File: src/rtl/exc_pkg.sv
package exc_pkg;
  localparam int unsigned TYPE_W  = 3;
  localparam int unsigned NUM_SRC = 7;

  typedef enum logic [TYPE_W-1:0] {
    EXC_POR  = 3'd0,
    EXC_MRST = 3'd1,
    EXC_ADDR = 3'd2,
    EXC_SLOT = 3'd3,
    EXC_ILLG = 3'd4,
    EXC_TRAP = 3'd5,
    EXC_IRQ  = 3'd6
  } exc_type_e;
endpackage

File: src/rtl/exc_pin_edge.sv
module exc_pin_edge #(
  parameter int unsigned SYNC_STAGES = 2
) (
  input  logic clk_i,
  input  logic rst_ni,
  input  logic pin_ni,
  output logic rise_o
);
  logic [SYNC_STAGES-1:0] sync_q;
  logic                   last_q;

  always_ff @(posedge clk_i or negedge rst_ni) begin
    if (!rst_ni) sync_q[0] <= 1'b1;
    else         sync_q[0] <= pin_ni;
  end

  for (genvar i = 1; i < SYNC_STAGES; i++) begin : g_sync
    always_ff @(posedge clk_i or negedge rst_ni) begin
      if (!rst_ni) sync_q[i] <= 1'b1;
      else         sync_q[i] <= sync_q[i-1];
    end
  end

  // idle level is high; reset to high so release is not an edge
  always_ff @(posedge clk_i or negedge rst_ni) begin
    if (!rst_ni) last_q <= 1'b1;
    else         last_q <= sync_q[SYNC_STAGES-1];
  end

  assign rise_o = sync_q[SYNC_STAGES-1] & ~last_q;
endmodule

File: src/rtl/exc_dec_class.sv
module exc_dec_class (
  input  logic clk_i,
  input  logic rst_ni,
  input  logic dec_valid_i,
  input  logic dec_undef_i,
  input  logic dec_dslot_i,
  input  logic dec_pcw_i,
  input  logic addr_err_i,
  input  logic prev_done_i,
  input  logic flush_i,
  output logic slot_req_o,
  output logic illg_req_o,
  output logic ae_fire_o
);
  logic ae_pend_q;
  logic ae_set;

  assign slot_req_o = dec_valid_i & dec_dslot_i & (dec_undef_i | dec_pcw_i);
  assign illg_req_o = dec_valid_i & dec_undef_i & ~dec_dslot_i;
  assign ae_set     = dec_valid_i & addr_err_i;
  assign ae_fire_o  = ae_pend_q & prev_done_i;

  always_ff @(posedge clk_i or negedge rst_ni) begin
    if (!rst_ni)                    ae_pend_q <= 1'b0;
    else if (flush_i || ae_fire_o)  ae_pend_q <= 1'b0;
    else if (ae_set)                ae_pend_q <= 1'b1;
  end
endmodule

File: src/rtl/exc_arbiter.sv
module exc_arbiter
  import exc_pkg::*;
#(
  parameter int unsigned N = NUM_SRC
) (
  input  logic              clk_i,
  input  logic              rst_ni,
  input  logic [N-1:0]      req_i,
  output logic              start_o,
  output logic [TYPE_W-1:0] type_o
);
  logic [TYPE_W-1:0] win;

  // lowest index = highest priority
  always_comb begin
    win = '0;
    for (int i = N - 1; i >= 0; i--) begin
      if (req_i[i]) win = TYPE_W'(i);
    end
  end

  always_ff @(posedge clk_i or negedge rst_ni) begin
    if (!rst_ni) begin
      start_o <= 1'b0;
      type_o  <= '0;
    end else begin
      start_o <= |req_i;
      type_o  <= (|req_i) ? win : '0;
    end
  end
endmodule

File: src/rtl/exc_src_detect.sv
module exc_src_detect
  import exc_pkg::*;
#(
  parameter int unsigned SYNC_STAGES = 2
) (
  input  logic              clk_i,
  input  logic              rst_ni,
  input  logic              por_pin_ni,
  input  logic              mrst_pin_ni,
  input  logic              wdt_ovf_i,
  input  logic              addr_err_i,
  input  logic              dec_valid_i,
  input  logic              dec_undef_i,
  input  logic              dec_dslot_i,
  input  logic              dec_pcw_i,
  input  logic              trap_exec_i,
  input  logic              prev_done_i,
  input  logic              irq_req_i,
  output logic              start_o,
  output logic [TYPE_W-1:0] type_o
);
  localparam int unsigned NPIN = 2;

  logic [NPIN-1:0]    pins_n;
  logic [NPIN-1:0]    pin_rise;
  logic               por_rise, mr_rise, por_evt, rst_evt;
  logic               slot_req, illg_req, ae_fire;
  logic [NUM_SRC-1:0] req;

  assign pins_n = {mrst_pin_ni, por_pin_ni};

  for (genvar p = 0; p < NPIN; p++) begin : g_pin
    exc_pin_edge #(.SYNC_STAGES(SYNC_STAGES)) u_edge (
      .clk_i  (clk_i),
      .rst_ni (rst_ni),
      .pin_ni (pins_n[p]),
      .rise_o (pin_rise[p])
    );
  end

  assign por_rise = pin_rise[0];
  assign mr_rise  = pin_rise[1];
  assign por_evt  = por_rise | wdt_ovf_i;
  assign rst_evt  = por_evt | mr_rise;

  exc_dec_class u_class (
    .clk_i       (clk_i),
    .rst_ni      (rst_ni),
    .dec_valid_i (dec_valid_i),
    .dec_undef_i (dec_undef_i),
    .dec_dslot_i (dec_dslot_i),
    .dec_pcw_i   (dec_pcw_i),
    .addr_err_i  (addr_err_i),
    .prev_done_i (prev_done_i),
    .flush_i     (rst_evt),
    .slot_req_o  (slot_req),
    .illg_req_o  (illg_req),
    .ae_fire_o   (ae_fire)
  );

  always_comb begin
    req           = '0;
    req[EXC_POR]  = por_evt;
    req[EXC_MRST] = mr_rise;
    req[EXC_ADDR] = ae_fire;
    req[EXC_SLOT] = slot_req;
    req[EXC_ILLG] = illg_req;
    req[EXC_TRAP] = trap_exec_i;
    req[EXC_IRQ]  = irq_req_i;
  end

  exc_arbiter #(.N(NUM_SRC)) u_arb (
    .clk_i   (clk_i),
    .rst_ni  (rst_ni),
    .req_i   (req),
    .start_o (start_o),
    .type_o  (type_o)
  );
endmodule

File: config.mk
export PLATFORM = sky130hd
export DESIGN_NAME = exc_src_detect
export DESIGN_NICKNAME = d
export VERILOG_FILES = /design/src/rtl/exc_pkg.sv /design/src/rtl/exc_pin_edge.sv /design/src/rtl/exc_dec_class.sv /design/src/rtl/exc_arbiter.sv /design/src/rtl/exc_src_detect.sv
export SDC_FILE = /design/constraint.sdc
export NUM_CORES = 1
export LEC_CHECK = 0
export ABC_AREA = 1
export ABC_CLOCK_PERIOD_IN_PS = 3600
export BUFFER_PORTS_ARGS = -buffer_cell sky130_fd_sc_hd__buf_2
export CORE_AREA = 2 2 39 41
export DETAILED_ROUTE_END_ITERATION = 7
export DIE_AREA = 0 0 41 43
export HOLD_SLACK_MARGIN = 0.15
export MAX_ROUTING_LAYER = met4
export PLACE_DENSITY = 0.66
export SLEW_MARGIN = 20
export SYNTH_ARGS = -nofsm -noshare
export SYNTH_HDL_FRONTEND = slang
export SYNTH_HIERARCHICAL = 1
export SYNTH_SLANG_ARGS = --single-unit
File: constraint.sdc
create_clock -name clk_i -period 3.6 [get_ports clk_i]
set_clock_uncertainty 0.2 [all_clocks]
set_input_delay 0.36 -clock clk_i [delete_from_list [all_inputs] [get_ports clk_i]]
set_output_delay 0.36 -clock clk_i [all_outputs]
set_load 0.05 [all_outputs]
# Word level (Yosys, flattened, before mapping)

Index checks and enable logic that the tools add are counted.

Logic and storage cells: 36
Output and inout bits: 4
Input port bits: 13
Flip-flop bits (word level): 11

Bitwise operators: 14
Reductions and logical operators: 3
Muxes and demuxes: 10

Operators with widths:

| kind               | count |
|---|---|
| 2-to-1 mux 3 bit   | 8 |
| bitwise AND 1 bit  | 8 |
| OR reduction 7 bit | 1 |
| NOT 1 bit          | 3 |
| OR 1 bit           | 3 |
| 2-to-1 mux 1 bit   | 2 |
| nonzero test 2 bit | 1 |
| logical OR 1 bit   | 1 |

# Depth between registers and ports, before layout

Gate-level depths: netlist of the first run.

Depth in word-level cells: 8
Depth in mapped cells: 7
Depth with buffers taken out: 7

# Modules after synthesis

The synthesis of the first run kept the hierarchy.

Modules (own cells, without submodules):

| module         | cells each | seq. area each (sq um) | instances | area an instance (sq um) |
|---|---|---|---|---|
| exc_arbiter    | 22         | 100.1                  | 1         | 191.4 |
| exc_pin_edge   | 5          | 78.8                   | 2         | 88.8 |
| exc_dec_class  | 12         | 25.0                   | 1         | 70.1 |
| exc_src_detect | 4          | 0.0                    | 1         | 17.5 |

# Worst setup path after synthesis of the first run

Ideal clock, no wire load.

Kind: flip-flop to flip-flop
Start: register g_pin[0].u_edge.sync_q[1]
End: register u_arb.type_o[2]
Data arrival time: 0.893 ns
Library setup time: 0.121 ns
Setup slack: 2.386 ns
Data required time: 3.279 ns
Period minus slack after synthesis: 1.214 ns
Path buffers: 0
Cell stages (with the launch flop): 8
Cells stage by stage: dfstp_2 -> inv_1 -> nor2_2 -> nor2_2 -> inv_1 -> inv_1 -> nand3_1 -> nor2_1

Longest elaborated chain between the ends: 4
Elaborated cells on any way between the ends: 5
Classes of those cells: mux: 2; bitwise: 2; reduce/logical: 1

Ends and longest elaborated chain:

| what                                                          | RTL line                             | source |
|---|---|---|
| from (decl)                                                   | exc_pin_edge.sv:9                    | `logic [SYNC_STAGES-1:0] sync_q;` |
| from (signal, indexed assignment)                             | exc_pin_edge.sv:20                   | `else sync_q[i] <= sync_q[i-1];` |
| bitwise AND 1 bit (*)                                         | exc_pin_edge.sv:30                   | `assign rise_o = sync_q[SYNC_STAGES-1] & ~last_q;` |
| via por_rise                                                  | exc_src_detect.sv:26                 | `logic por_rise, mr_rise, por_evt, rst_evt;` |
| OR 1 bit (*)                                                  | exc_src_detect.sv:43                 | `assign por_evt = por_rise \| wdt_ovf_i;` |
| via por_evt                                                   | exc_src_detect.sv:26                 |  |
| OR reduction 7 bit / 2-to-1 mux 3 bit (equally long branches) | exc_arbiter.sv:28, exc_arbiter.sv:18 |  |
| 2-to-1 mux 3 bit (*)                                          | exc_arbiter.sv:28                    | `type_o <= (\|req_i) ? win : '0;` |
| to (signal assigned)                                          | exc_arbiter.sv:28                    |  |
| to (decl)                                                     | exc_arbiter.sv:10                    | `output logic [TYPE_W-1:0] type_o` |

The timed path passes the listed nets; every way through them passes the cells marked *.
A chain may end at the register's enable or synchronous reset.

# Final worst setup path of the first run

Start: input irq_req_i
End: register u_arb.start_o

Longest elaborated chain between the ends: 1

Ends and longest elaborated chain:

| what                 | RTL line             | source |
|---|---|---|
| from (decl)          | exc_src_detect.sv:18 | `input logic irq_req_i,` |
| OR reduction 7 bit   | exc_arbiter.sv:27    | `start_o <= \|req_i;` |
| to (signal assigned) | exc_arbiter.sv:27    |  |
| to (decl)            | exc_arbiter.sv:9     | `output logic start_o,` |

No other way between the ends.

==> impl_table.tex, run 1 <==
\begin{tabular}{lr}
\hline
Metric & Value \\
\hline
\multicolumn{2}{l}{\textbf{Routing}} \\
\quad Post-route DRC violation count & 0 \\
\quad Vias per cell & 4.17 \\
\quad Pre-Repair DR Iteration Count & 2 \\
\quad Wirelength per Cell & 8.97 um \\
\quad Final Routed Wirelength & between 800 and 900 um \\
\quad Vias post-DR & roughly 380 \\
\quad Drt initial violations & 3 \\
\quad Count of antenna-violating nets left after detailed routing & 0 \\
\multicolumn{2}{l}{\textbf{STA}} \\
\quad Final hold slack & 157 ps \\
\quad Final critical-path share of the clock period & 0.514 \\
\quad Unrepaired setup endpoints after global routing & no \\
\quad Final setup violating endpoints & 0 \\
\quad Min cycle time layout & about 1800 ps \\
\quad Slew at the pin closest to its max-slew limit & between 200 and 300 ps \\
\quad Slew headroom & 0.810 \\
\quad Fin. max-slew vios & 0 \\
\quad Final-report hold violation count & 0 \\
\quad Setup tns final & 0 ps \\
\quad Max Clock Freq & roughly 0.54 GHz \\
\multicolumn{2}{l}{\textbf{Synthesis}} \\
\quad Count leader, synth & sky130\_fd\_sc\_hd\_\_inv\_1 \\
\quad Post-synthesis cell count & 48 \\
\quad Number of warnings printed during yosys synthesis & 6 \\
\quad Synth Register Bits & 11 \\
\quad Post-synthesis cell type count & 14 \\
\quad Post-synthesis instance area & about 460 um\^{}2 \\
\quad Nets in the synthesized netlist & 61 \\
\quad Cell taking the most area after synthesis & sky130\_fd\_sc\_hd\_\_dfstp\_2 \\
\quad Fraction of registers with async set or reset after synthesis & 1.00 \\
\quad Syn\_area\_per\_cell & 9.51 um\^{}2 \\
\quad Most frequent cells after synthesis & sky130\_fd\_sc\_hd\_\_inv\_1, sky130\_fd\_sc\_hd\_\_nand2\_1, sky130\_fd\_sc\_hd\_\_dfstp\_2, sky130\_fd\_sc\_hd\_\_nor2\_1, sky130\_fd\_sc\_hd\_\_dfrtp\_1 \\
\quad Largest cells by area after synthesis & sky130\_fd\_sc\_hd\_\_dfstp\_2, sky130\_fd\_sc\_hd\_\_dfrtp\_1, sky130\_fd\_sc\_hd\_\_inv\_1 \\
\quad Flip-flop cell with the highest count after synthesis & sky130\_fd\_sc\_hd\_\_dfstp\_2 \\
\quad Area share of the largest cell type after synthesis & 0.345 \\
\quad EDFF count, synth & 0 \\
\quad Fraction of the yosys area taken by sequential cells & 0.619 \\
\multicolumn{2}{l}{\textbf{Floorplanning}} \\
\quad Ports placed on the boundary & 17 \\
\quad Area of the core region & between 0.001 and 0.0015 mm\^{}2 \\
\quad Overall die area & 0.00176 mm\^{}2 \\
\quad Row Count & 14 \\
\quad Die Width & $\sim$41 um \\
\quad Vertical die dimension & 43 um \\
\quad Initial core utilization & 0.330 \\
\multicolumn{2}{l}{\textbf{Final layout}} \\
\quad Diode count & 0 \\
\quad Fin nets & 90 \\
\quad Area Growth Syn to Fin & 45.5\% \\
\quad Fraction of layout cells with a size suffix above 1 & 0.447 \\
\multicolumn{2}{l}{\textbf{Worst setup path}} \\
\quad Critical path class & in2reg \\
\quad WP data required & 3540 ps \\
\quad Beginning of the worst register-to-register path & g\_pin[1].u\_edge/sync\_q[0] \\
\quad Element type at the critical path start & primary input \\
\quad R2r setup slk & $\sim$2300 ps \\
\quad Reg2reg end & g\_pin[1].u\_edge/sync\_q[1] \\
\quad CP endpoint kind & flip-flop \\
\quad Number of cells on the worst reg-to-reg path & 1 \\
\quad Max FO, Critical Path & 2 \\
\quad Arrival time at the worst endpoint & approximately 1800 ps \\
\multicolumn{2}{l}{\textbf{Clocking}} \\
\quad TritonCTS clock tree & done \\
\quad Number of CTS-inserted buffers & 3 \\
\quad Post-cts resize count & 0 \\
\quad Clock sinks & 11 \\
\quad Clock network latency to the later pin of the worst-skew pair & 260 ps \\
\quad Library cell used as clock root buffer & sky130\_fd\_sc\_hd\_\_clkbuf\_4 \\
\quad Clock-pin slew on the worst setup and hold paths & $\sim$70 ps \\
\quad CTS Buffer Depth & 2 \\
\quad Count of H-tree levels built during CTS & 1 \\
\multicolumn{2}{l}{\textbf{Global route}} \\
\quad Global-route wire length before repair & 1390 um \\
\quad Largest net degree at the start of global routing & 12 \\
\quad Overall Global Routing Usage & 0.126 \\
\quad Total gr overflow & 0 \\
\quad Vias in the first global route & $\sim$370 \\
\quad Antenna violations before repair & 0 \\
\multicolumn{2}{l}{\textbf{Placement}} \\
\quad Weighted congestion reported at the end of routability-driven placement & roughly 0.76 \\
\quad DPL Wire Length & between 600 and 700 um \\
\quad Total of buffers placed on input and output ports & 16 \\
\multicolumn{2}{l}{\textbf{Worst hold path}} \\
\quad Hold path cells & 0 \\
\quad Min-Delay Startpoint & g\_pin[0].u\_edge/sync\_q[0] \\
\quad Worst Hold Path EP & g\_pin[0].u\_edge/sync\_q[1] \\
\quad Hold/Removal Path Class & reg2reg \\
\multicolumn{2}{l}{\textbf{Power and ir drop}} \\
\quad Maximum vdd ir drop & 0.184 mV \\
\quad Power Dens Cells & approximately 400 mW/mm\^{}2 \\
\quad Total leakage power & $\sim$0.35 nW \\
\multicolumn{2}{l}{\textbf{Run status}} \\
\quad Outcome & completed \\
\multicolumn{2}{l}{\textbf{Flow run}} \\
\quad Number of violations of the max-capacitance limit & 0 \\
\hline
\end{tabular}
registers in the layout (all words and copies together), names as in the netlist:
signal and cells:
u_arb/start_o 1, u_arb/type_o 3, g_pin.u_edge/sync_q 4, u_class/ae_pend_q 1, g_pin.u_edge/last_q 2
metal layers:
| layer | routed length, um | GRT usage | part of all wire |
|---|---|---|---|
| met1 | 361 | 0.160 | 0.44 |
| met2 | 416 | 0.163 | 0.50 |
| met3 | 41 | 0.0471 | 0.050 |
| met4 | 5 | 0.0800 | 0.0061 |
| met5 | 0 | - | 0 |
how the worst max path moves through the flow:
stage               slack (ps)  depth (start not counted)         endpoint                       from
floorplan                 2390                          7  u_arb/type_o[2]  g_pin[0].u_edge/sync_q[1]
global placement          2310                          8  u_arb/type_o[0]                dec_valid_i
detailed placement        2290                          7  u_arb/type_o[0]                dec_valid_i
CTS                       1760                          5    u_arb/start_o                  irq_req_i
global route              1710                          5    u_arb/start_o                  irq_req_i
finish                    1750                          5    u_arb/start_o                  irq_req_i
per-stage QoR:
| stage | instance area, um^2 | power (mW) | utilization | setup slack, ps | cells |
|---|---|---|---|---|---|
| after floorplan | 457 | 0.160 | - | 2390 | 48 |
| after global placement | 557 | 0.174 | 0.402 | 2310 | 80 |
| after detailed placement | 557 | 0.175 | 0.402 | 2290 | 80 |
| after CTS | 644 | 0.263 | 0.466 | 1760 | 90 |
| after global routing | 664 | 0.279 | 0.480 | 1710 | 92 |
| final | 664 | 0.259 | 0.480 | 1750 | 92 |
cells by family after synthesis:
kind of cell,Yosys count,synth area share
DFF,11,0.619
AOI/OAI and AO/OA,3,0.0411
buffers and inverters,11,0.0904
and+or+nand+nor,23,0.249
report_power, final:
part	total, mW	internal, mW	switching [mW]
Clock	0.0803	0.0411	0.0393
Combinational	0.0442	0.0182	0.0260
Sequential	0.135	0.133	0.00222
Total	0.259	0.192	0.0675
layout make-up:
type,count,area (um^2)
fill,145,719
multi-input combinational,26,133
timing repair buffer,24,160
clock buffer,3,22.5
inverter,11,41.3
sequential,11,283
clock inverter,1,5.00
tap,16,20.0
worst max-delay path: stages:
cell and delay (ps):
sky130_fd_sc_hd__dlygate4sd3_1 530, sky130_fd_sc_hd__buf_2 130, sky130_fd_sc_hd__nor3_2 130, sky130_fd_sc_hd__dlygate4sd3_1 570, sky130_fd_sc_hd__nand4_1 70
repair_timing:
action                                  4_1_cts  5_1_grt
setup buffers                                 0        0
hold buffers                                  6        2
endpoints found under the setup margin        0        0
endpoints found under the hold margin        15        2
cells in the final DEF (no fill, tap or decap):
cell	count
sky130_fd_sc_hd__a21oi_2	1
sky130_fd_sc_hd__dlygate4sd3_1	8
sky130_fd_sc_hd__nand2_2	1
sky130_fd_sc_hd__dfstp_2	6
sky130_fd_sc_hd__nand2_1	9
sky130_fd_sc_hd__dfrtp_1	5
sky130_fd_sc_hd__inv_1	10
sky130_fd_sc_hd__nor2_2	3
sky130_fd_sc_hd__clkinv_2	1
sky130_fd_sc_hd__nor2_1	6
sky130_fd_sc_hd__nand3_1	1
sky130_fd_sc_hd__nand4_1	1
sky130_fd_sc_hd__clkbuf_4	3
sky130_fd_sc_hd__nor3_2	1
sky130_fd_sc_hd__a21oi_1	2
sky130_fd_sc_hd__buf_2	16
sky130_fd_sc_hd__inv_2	1
sky130_fd_sc_hd__nor2_4	1
No activity file was read; power rests on OpenSTA's default activity.
==> inputs of run 2 (changes only) <==
--- a/config.mk
+++ b/config.mk
@@ -6,7 +6,7 @@
 export NUM_CORES = 1
 export LEC_CHECK = 0
 export ABC_AREA = 1
-export ABC_CLOCK_PERIOD_IN_PS = 3600
+export ABC_CLOCK_PERIOD_IN_PS = 1750
 export BUFFER_PORTS_ARGS = -buffer_cell sky130_fd_sc_hd__buf_2
 export CORE_AREA = 2 2 39 41
 export DETAILED_ROUTE_END_ITERATION = 7
==> constraint.sdc (replaced) <==
create_clock -name clk_i -period 1.75 [get_ports clk_i]
set_clock_uncertainty 0.2 [all_clocks]
set_input_delay 0.175 -clock clk_i [delete_from_list [all_inputs] [get_ports clk_i]]
set_output_delay 0.175 -clock clk_i [all_outputs]
set_load 0.05 [all_outputs]
==> run 2 against run 1 <==
Against the previous run: register-to-register slack worse by 2000 ps; worst setup slack worse by 1600 ps; cell count is 2.2% higher; worst hold slack better by 2.9 ps; final area is 2.8% higher; global-route usage is 0.54 points higher; sequential share of layout area is 1.2 points lower; first-iteration DRC count is 67% higher; clock power is 110% higher; die area stayed put; wire length is 8.0% higher; via count is 0.52% higher.
==> impl_table.tex, run 2 (synthesized netlist as in run 1, its figures left out) <==
\begin{tabular}{lr}
\hline
Metric & Value \\
\hline
\multicolumn{2}{l}{\textbf{Global route}} \\
\quad Antenna violations before repair & 0 \\
\quad Global-route wire length before repair & $\sim$1500 um \\
\quad Total gr overflow & 0 \\
\quad Largest net degree at the start of global routing & 8 \\
\quad Overall Global Routing Usage & 0.131 \\
\quad Vias in the first global route & roughly 390 \\
\multicolumn{2}{l}{\textbf{Final layout}} \\
\quad Area Growth Syn to Fin & 49.6\% \\
\quad Largest register FFs & 4 \\
\quad Fin nets & between 90 and 100 \\
\quad Fill cell total of the finished layout & between 100 and 150 \\
\quad Most common cell after layout, fill and taps aside & sky130\_fd\_sc\_hd\_\_buf\_2 \\
\quad Biggest regs & g\_pin.u\_edge/sync\_q x4, u\_arb/type\_o x3, g\_pin.u\_edge/last\_q x2 \\
\quad Largest Register & g\_pin.u\_edge/sync\_q \\
\quad Most frequent cells in the layout & sky130\_fd\_sc\_hd\_\_buf\_2, sky130\_fd\_sc\_hd\_\_inv\_1, sky130\_fd\_sc\_hd\_\_dlygate4sd3\_1 \\
\quad Diode count & 0 \\
\quad Final Cell Area & around 680 um\^{}2 \\
\quad Fraction of layout cells with a size suffix above 1 & 0.423 \\
\multicolumn{2}{l}{\textbf{Routing}} \\
\quad Met2 wire length & around 430 um \\
\quad Wirelength per Cell & about 9.5 um \\
\quad Drt initial violations & 5 \\
\quad Wire length on met1 & 412 um \\
\quad Uppermost layer routed & met4 \\
\quad Vias per cell & between 4 and 5 \\
\quad Sum of met3 wire segment lengths after detailed routing & around 34 um \\
\quad Post-route DRC violation count & 0 \\
\quad Final Routed Wirelength & 891 um \\
\quad Vias post-DR & between 300 and 400 \\
\quad Count of antenna-violating nets left after detailed routing & 0 \\
\quad Pre-Repair DR Iteration Count & 4 \\
\multicolumn{2}{l}{\textbf{STA}} \\
\quad Slew headroom & 0.817 \\
\quad Final setup violating endpoints & 0 \\
\quad Slew at the pin closest to its max-slew limit & about 270 ps \\
\quad Final critical-path share of the clock period & 0.921 \\
\quad Setup tns final & 0 ps \\
\quad Unrepaired setup endpoints after global routing & no \\
\quad Max Clock Freq & 0.620 GHz \\
\quad Final-report hold violation count & 0 \\
\quad Fin. max-slew vios & 0 \\
\quad Min cycle time layout & $\sim$1600 ps \\
\multicolumn{2}{l}{\textbf{Floorplanning}} \\
\quad Overall die area & roughly 0.0018 mm\^{}2 \\
\quad Die Width & approximately 41 um \\
\quad Vertical die dimension & $\sim$43 um \\
\quad Ports placed on the boundary & 17 \\
\quad Area of the core region & 0.00138 mm\^{}2 \\
\quad Initial core utilization & 0.330 \\
\quad Row Count & 14 \\
\multicolumn{2}{l}{\textbf{Worst setup path}} \\
\quad Element type at the critical path start & primary input \\
\quad Max FO, Critical Path & 1 \\
\quad Worst-path cell chain & dlygate4sd3\_1 -> buf\_2 -> a21oi\_1 -> dlygate4sd3\_1 -> nor2\_1 \\
\quad Delay of the slowest cell on the worst path & around 570 ps \\
\quad Crit path buffers/inverters & 3 \\
\quad Library cell contributing the largest single delay on the critical path & sky130\_fd\_sc\_hd\_\_dlygate4sd3\_1 \\
\quad CP delay by family, top & buffers and inverters \\
\quad Critical path's most frequent cell & sky130\_fd\_sc\_hd\_\_dlygate4sd3\_1 \\
\quad Arrival time at the worst endpoint & $\sim$1600 ps \\
\quad WP data required & 1710 ps \\
\quad Critical path class & in2reg \\
\quad CP endpoint kind & flip-flop \\
\multicolumn{2}{l}{\textbf{Clocking}} \\
\quad CTS Buffer Depth & 2 \\
\quad Clock-pin slew on the worst setup and hold paths & 70 ps \\
\quad Count of H-tree levels built during CTS & 1 \\
\quad TritonCTS clock tree & done \\
\quad Library cell used as clock root buffer & sky130\_fd\_sc\_hd\_\_clkbuf\_4 \\
\quad Number of CTS-inserted buffers & 3 \\
\quad Clock sinks & 11 \\
\quad Clock network latency to the later pin of the worst-skew pair & 260 ps \\
\multicolumn{2}{l}{\textbf{Placement}} \\
\quad Weighted congestion reported at the end of routability-driven placement & $\sim$0.77 \\
\quad DPL Wire Length & approximately 600 um \\
\quad Total of buffers placed on input and output ports & 16 \\
\quad Instance area at placement & $\sim$560 um\^{}2 \\
\multicolumn{2}{l}{\textbf{Power and ir drop}} \\
\quad Maximum vdd ir drop & roughly 0.44 mV \\
\quad Power Dens Cells & approximately 800 mW/mm\^{}2 \\
\quad Total leakage power & 0.351 nW \\
\multicolumn{2}{l}{\textbf{Worst hold path}} \\
\quad Hold/Removal Path Class & reg2reg \\
\multicolumn{2}{l}{\textbf{Flow run}} \\
\quad Number of violations of the max-capacitance limit & 0 \\
\multicolumn{2}{l}{\textbf{Run status}} \\
\quad Outcome & completed \\
\hline
\end{tabular}
==> run 2: metrics by stage <==
stage               cells  power [mW]  setup slack [ps]  hold WS (ps)  utilization
floorplan              48       0.329               536          -321            -
finish                 94       0.540               138           160        0.494
detailed placement     80       0.359               465          -143        0.402
global route           94       0.571              76.5           165        0.494
global placement       80       0.357               495          -151        0.402
CTS                    96       0.552              17.9           163        0.508
==> run 2: path summary, 6_finish.rpt <==
check / end / cells after the start / slack, ps / start
min reg2reg: g_pin[1].u_edge/sync_q[1] / 0 / 160 / g_pin[1].u_edge/sync_q[0]
min: g_pin[1].u_edge/sync_q[1] / 0 / 160 / g_pin[1].u_edge/sync_q[0]
max in group asynchronous: u_arb/type_o[2] / 3 / 410 / rst_ni
max: u_class/ae_pend_q / 5 / 140 / addr_err_i
min in group asynchronous: g_pin[0].u_edge/last_q / 2 / 270 / rst_ni
max reg2reg: u_class/ae_pend_q / 3 / 330 / u_class/ae_pend_q
==> run 2: layer usage <==
layer  global-route usage  up-vias
met1                0.184      173
li1                     -      200
met2                0.166        9
met4               0.0600        0
met5                    -        -
met3               0.0471        4
==> run 2: power breakdown <==
group / total [mW] / switching, mW / internal, mW
clock: 0.167 / 0.0788 / 0.0880
combinational: 0.0951 / 0.0540 / 0.0411
sequential: 0.278 / 0.00519 / 0.273
total: 0.540 / 0.138 / 0.402
==> run 2: worst reg2reg max path, delay by kind of cell, from the launching register on <==
kind,cells,cell delay [ps]
AOI/OAI and AO/OA,1,120
buffers and inverters,1,570
DFF,1,390
and+or+nand+nor,1,40
==> run 2: area by class of cell <==
type                       count  area [um^2]  area share
inverter                      11         41.3      0.0604
timing repair buffer          26          180       0.264
multi-input combinational     26          133       0.194
sequential                    11          283       0.414
clock buffer                   4         26.3      0.0385
tap                           16         20.0      0.0293
==> run 2: timing repair <==
item	CTS	global route
buffers inserted	0	0
gates resized for setup	0	0
endpoints found under the setup margin	0	2
hold buffers	12	0
endpoints found under the hold margin	18	0
==> inputs of run 3 (changes only) <==
--- a/config.mk
+++ b/config.mk
@@ -5,15 +5,16 @@
 export SDC_FILE = /design/constraint.sdc
 export NUM_CORES = 1
 export LEC_CHECK = 0
-export ABC_AREA = 1
+export ABC_AREA = 0
 export ABC_CLOCK_PERIOD_IN_PS = 1750
 export BUFFER_PORTS_ARGS = -buffer_cell sky130_fd_sc_hd__buf_2
 export CORE_AREA = 2 2 39 41
+export CTS_CLUSTER_DIAMETER = 80
 export DETAILED_ROUTE_END_ITERATION = 7
 export DIE_AREA = 0 0 41 43
 export HOLD_SLACK_MARGIN = 0.15
 export MAX_ROUTING_LAYER = met4
-export PLACE_DENSITY = 0.66
+export PLACE_DENSITY = 0.64
 export SLEW_MARGIN = 20
 export SYNTH_ARGS = -nofsm -noshare
 export SYNTH_HDL_FRONTEND = slang
==> run 3 against run 2 <==
Against the previous run: core utilization up 0.45 points; highest routed layer unchanged; sequential power about the same; clock power is 5% higher; critical path type unchanged; clock-buffer cell count is the same; wire length grew 2.7%; via count is 5.4% lower; register-to-register slack worse by 70 ps.
==> impl_table.tex, run 3 <==
\begin{tabular}{lr}
\hline
Metric & Value \\
\hline
\multicolumn{2}{l}{\textbf{Synthesis}} \\
\quad Nets in the synthesized netlist & 46 \\
\quad Synth Register Bits & 11 \\
\quad Fraction of the yosys area taken by sequential cells & 0.653 \\
\quad Number of warnings printed during yosys synthesis & 6 \\
\quad EDFF count, synth & 0 \\
\quad Area share of the largest cell type after synthesis & 0.364 \\
\quad Flip-flop cell with the highest count after synthesis & sky130\_fd\_sc\_hd\_\_dfstp\_2 \\
\quad Post-synthesis cell type count & 18 \\
\quad Count leader, synth & sky130\_fd\_sc\_hd\_\_dfstp\_2 \\
\quad Post-synthesis instance area & 433 um\^{}2 \\
\quad Fraction of registers with async set or reset after synthesis & 1.00 \\
\quad Cell taking the most area after synthesis & sky130\_fd\_sc\_hd\_\_dfstp\_2 \\
\quad Largest cells by area after synthesis & sky130\_fd\_sc\_hd\_\_dfstp\_2, sky130\_fd\_sc\_hd\_\_dfrtp\_1, sky130\_fd\_sc\_hd\_\_nor2b\_4 \\
\quad Post-synthesis cell count & 33 \\
\quad Syn\_area\_per\_cell & approximately 13 um\^{}2 \\
\quad Most frequent cells after synthesis & sky130\_fd\_sc\_hd\_\_dfstp\_2, sky130\_fd\_sc\_hd\_\_dfrtp\_1 \\
\multicolumn{2}{l}{\textbf{Routing}} \\
\quad Pre-Repair DR Iteration Count & 2 \\
\quad Post-route DRC violation count & 0 \\
\quad Wirelength per Cell & roughly 11 um \\
\quad Count of antenna-violating nets left after detailed routing & 0 \\
\quad Final Routed Wirelength & 915 um \\
\quad Vias post-DR & between 300 and 400 \\
\quad Drt initial violations & 2 \\
\quad Vias per cell & $\sim$4.5 \\
\multicolumn{2}{l}{\textbf{Clocking}} \\
\quad TritonCTS clock tree & done \\
\quad Library cell used as clock root buffer & sky130\_fd\_sc\_hd\_\_clkbuf\_4 \\
\quad Count of H-tree levels built during CTS & 1 \\
\quad Clock network latency to the later pin of the worst-skew pair & 270 ps \\
\quad Clock sinks & 11 \\
\quad CTS Buffer Depth & 2 \\
\quad Number of CTS-inserted buffers & 3 \\
\quad Clock-pin slew on the worst setup and hold paths & about 70 ps \\
\multicolumn{2}{l}{\textbf{Run status}} \\
\quad Outcome & completed \\
\multicolumn{2}{l}{\textbf{Worst setup path}} \\
\quad Arrival time at the worst endpoint & between 1500 and 2000 ps \\
\quad Delay of the slowest cell on the worst path & between 500 and 600 ps \\
\quad Element type at the critical path start & primary input \\
\quad Crit path buffers/inverters & 2 \\
\quad CP endpoint kind & flip-flop \\
\quad Origin of the worst setup path & dec\_undef\_i \\
\quad Critical path class & in2reg \\
\quad Number of cells on the worst reg-to-reg path & 3 \\
\quad R2r setup slk & around 260 ps \\
\quad CP delay by family, top & buffers and inverters \\
\quad Max FO, Critical Path & 3 \\
\quad Worst-path cell chain & buf\_2 -> dlygate4sd3\_1 -> o211a\_1 -> nor4\_2 -> nor2b\_1 \\
\quad Beginning of the worst register-to-register path & u\_class/ae\_pend\_q \\
\quad Reg2reg end & u\_class/ae\_pend\_q \\
\quad Library cell contributing the largest single delay on the critical path & sky130\_fd\_sc\_hd\_\_dlygate4sd3\_1 \\
\quad WP data required & 1750 ps \\
\multicolumn{2}{l}{\textbf{Global route}} \\
\quad Total gr overflow & 0 \\
\quad Antenna violations before repair & 0 \\
\quad Global routing usage on met3 & 0.0471 \\
\quad Global-route wire length before repair & $\sim$1500 um \\
\quad Busiest layer in global routing & met2 \\
\quad Largest net degree at the start of global routing & 8 \\
\quad GR met1 Demand/Resource & 0.169 \\
\quad Met2 routing resource usage after global routing & 0.206 \\
\quad Overall Global Routing Usage & 0.143 \\
\quad Vias in the first global route & about 360 \\
\multicolumn{2}{l}{\textbf{STA}} \\
\quad Max Clock Freq & $\sim$0.64 GHz \\
\quad Final hold slack & roughly 160 ps \\
\quad Final critical-path share of the clock period & 0.888 \\
\quad Min cycle time layout & between 1500 and 2000 ps \\
\quad Final-report hold violation count & 0 \\
\quad Fin. max-slew vios & 0 \\
\quad Final setup violating endpoints & 0 \\
\quad Slew at the pin closest to its max-slew limit & 257 ps \\
\quad Unrepaired setup endpoints after global routing & no \\
\quad Slew headroom & 0.828 \\
\quad Setup tns final & 0 ps \\
\multicolumn{2}{l}{\textbf{Power and ir drop}} \\
\quad Power Dens Cells & slightly below 800 mW/mm\^{}2 \\
\quad Maximum vdd ir drop & 0.399 mV \\
\quad Total leakage power & 0.321 nW \\
\multicolumn{2}{l}{\textbf{Final layout}} \\
\quad Largest register FFs & 4 \\
\quad Diode count & 0 \\
\quad Fin nets & 80 \\
\quad Largest Register & g\_pin.u\_edge/sync\_q \\
\quad Fraction of layout cells with a size suffix above 1 & 0.439 \\
\quad Layout Cells excl Fill & 82 \\
\quad Biggest regs & g\_pin.u\_edge/sync\_q x4, u\_arb/type\_o x3, g\_pin.u\_edge/last\_q x2 \\
\quad Most common cell after layout, fill and taps aside & sky130\_fd\_sc\_hd\_\_buf\_2 \\
\quad Fill cell total of the finished layout & 136 \\
\quad Most frequent cells in the layout & sky130\_fd\_sc\_hd\_\_buf\_2, sky130\_fd\_sc\_hd\_\_dlygate4sd3\_1, sky130\_fd\_sc\_hd\_\_dfstp\_2 \\
\quad Area Growth Syn to Fin & 59.2\% \\
\multicolumn{2}{l}{\textbf{Placement}} \\
\quad Weighted congestion reported at the end of routability-driven placement & $\sim$0.76 \\
\quad DPL Wire Length & about 560 um \\
\quad Total of buffers placed on input and output ports & 16 \\
\quad DP Cell Count & 65 \\
\multicolumn{2}{l}{\textbf{Floorplanning}} \\
\quad Area of the core region & 0.00138 mm\^{}2 \\
\quad Overall die area & 0.00176 mm\^{}2 \\
\quad Ports placed on the boundary & 17 \\
\quad Initial core utilization & 0.313 \\
\quad Vertical die dimension & roughly 43 um \\
\quad Die Width & 41 um \\
\quad Row Count & 14 \\
\multicolumn{2}{l}{\textbf{Worst hold path}} \\
\quad Min-Delay Startpoint & g\_pin[0].u\_edge/sync\_q[0] \\
\quad Hold path cells & 0 \\
\quad Worst Hold Path EP & g\_pin[0].u\_edge/sync\_q[1] \\
\quad Hold/Removal Path Class & reg2reg \\
\multicolumn{2}{l}{\textbf{Flow run}} \\
\quad Number of violations of the max-capacitance limit & 0 \\
\hline
\end{tabular}
==> run 3: how the worst max path moves through the flow <==
stage,end,cells past startpoint
after floorplan,u_arb/type_o[2],4
after global placement,u_arb/type_o[2],4
after detailed placement,u_arb/type_o[2],4
after CTS,u_arb/start_o,5
after global routing,u_class/ae_pend_q,5
final,u_arb/type_o[2],5
==> run 3: per-stage QoR <==
stage / utilization / setup WS (ps) / power [mW] / area (um^2)
2_1_floorplan: - / 399 / 0.324 / 433
3_3_place_gp: 0.385 / 366 / 0.352 / 533
3_5_place_dp: 0.385 / 338 / 0.353 / 533
4_1_cts: 0.498 / 99.9 / 0.557 / 689
6_report: 0.498 / 196 / 0.547 / 689
5_1_grt: 0.498 / 136 / 0.573 / 689
==> run 3: cell families (layout without fill, tap and decap cells) <==
group,after synthesis,after routing,synth area share
DFF,11,11,0.653
and+or+nand+nor,16,16,0.257
AOI/OAI and AO/OA,5,5,0.0809
buffers and inverters,1,34,0.00866
==> run 3: power breakdown <==
group | leakage, nW | internal [mW] | switching (mW) | total [mW]
Clock | 0.0150 | 0.0882 | 0.0873 | 0.175
Sequential | 0.126 | 0.273 | 0.00576 | 0.279
Combinational | 0.180 | 0.0462 | 0.0473 | 0.0935
==> run 3: cell type report <==
type                       instances  area, um^2  area share
multi-input combinational         21         146       0.212
sequential                        11         283       0.410
inverter                           1        3.75     0.00544
tap                               16        20.0      0.0290
timing repair buffer              29         210       0.305
clock buffer                       4        26.3      0.0381
==> run 3: metal layers <==
layer / part of all wire / routed length [um]
met5: 0 / 0
met4: 0.014 / 13
met3: 0.047 / 43
met2: 0.50 / 457
met1: 0.44 / 400
==> run 3: what timing repair did <==
action	4_1_cts	5_1_grt
buffers inserted	0	0
endpoints found under the hold margin	18	2
endpoints found under the setup margin	0	1
gates resized for setup	0	0
hold buffers	13	1
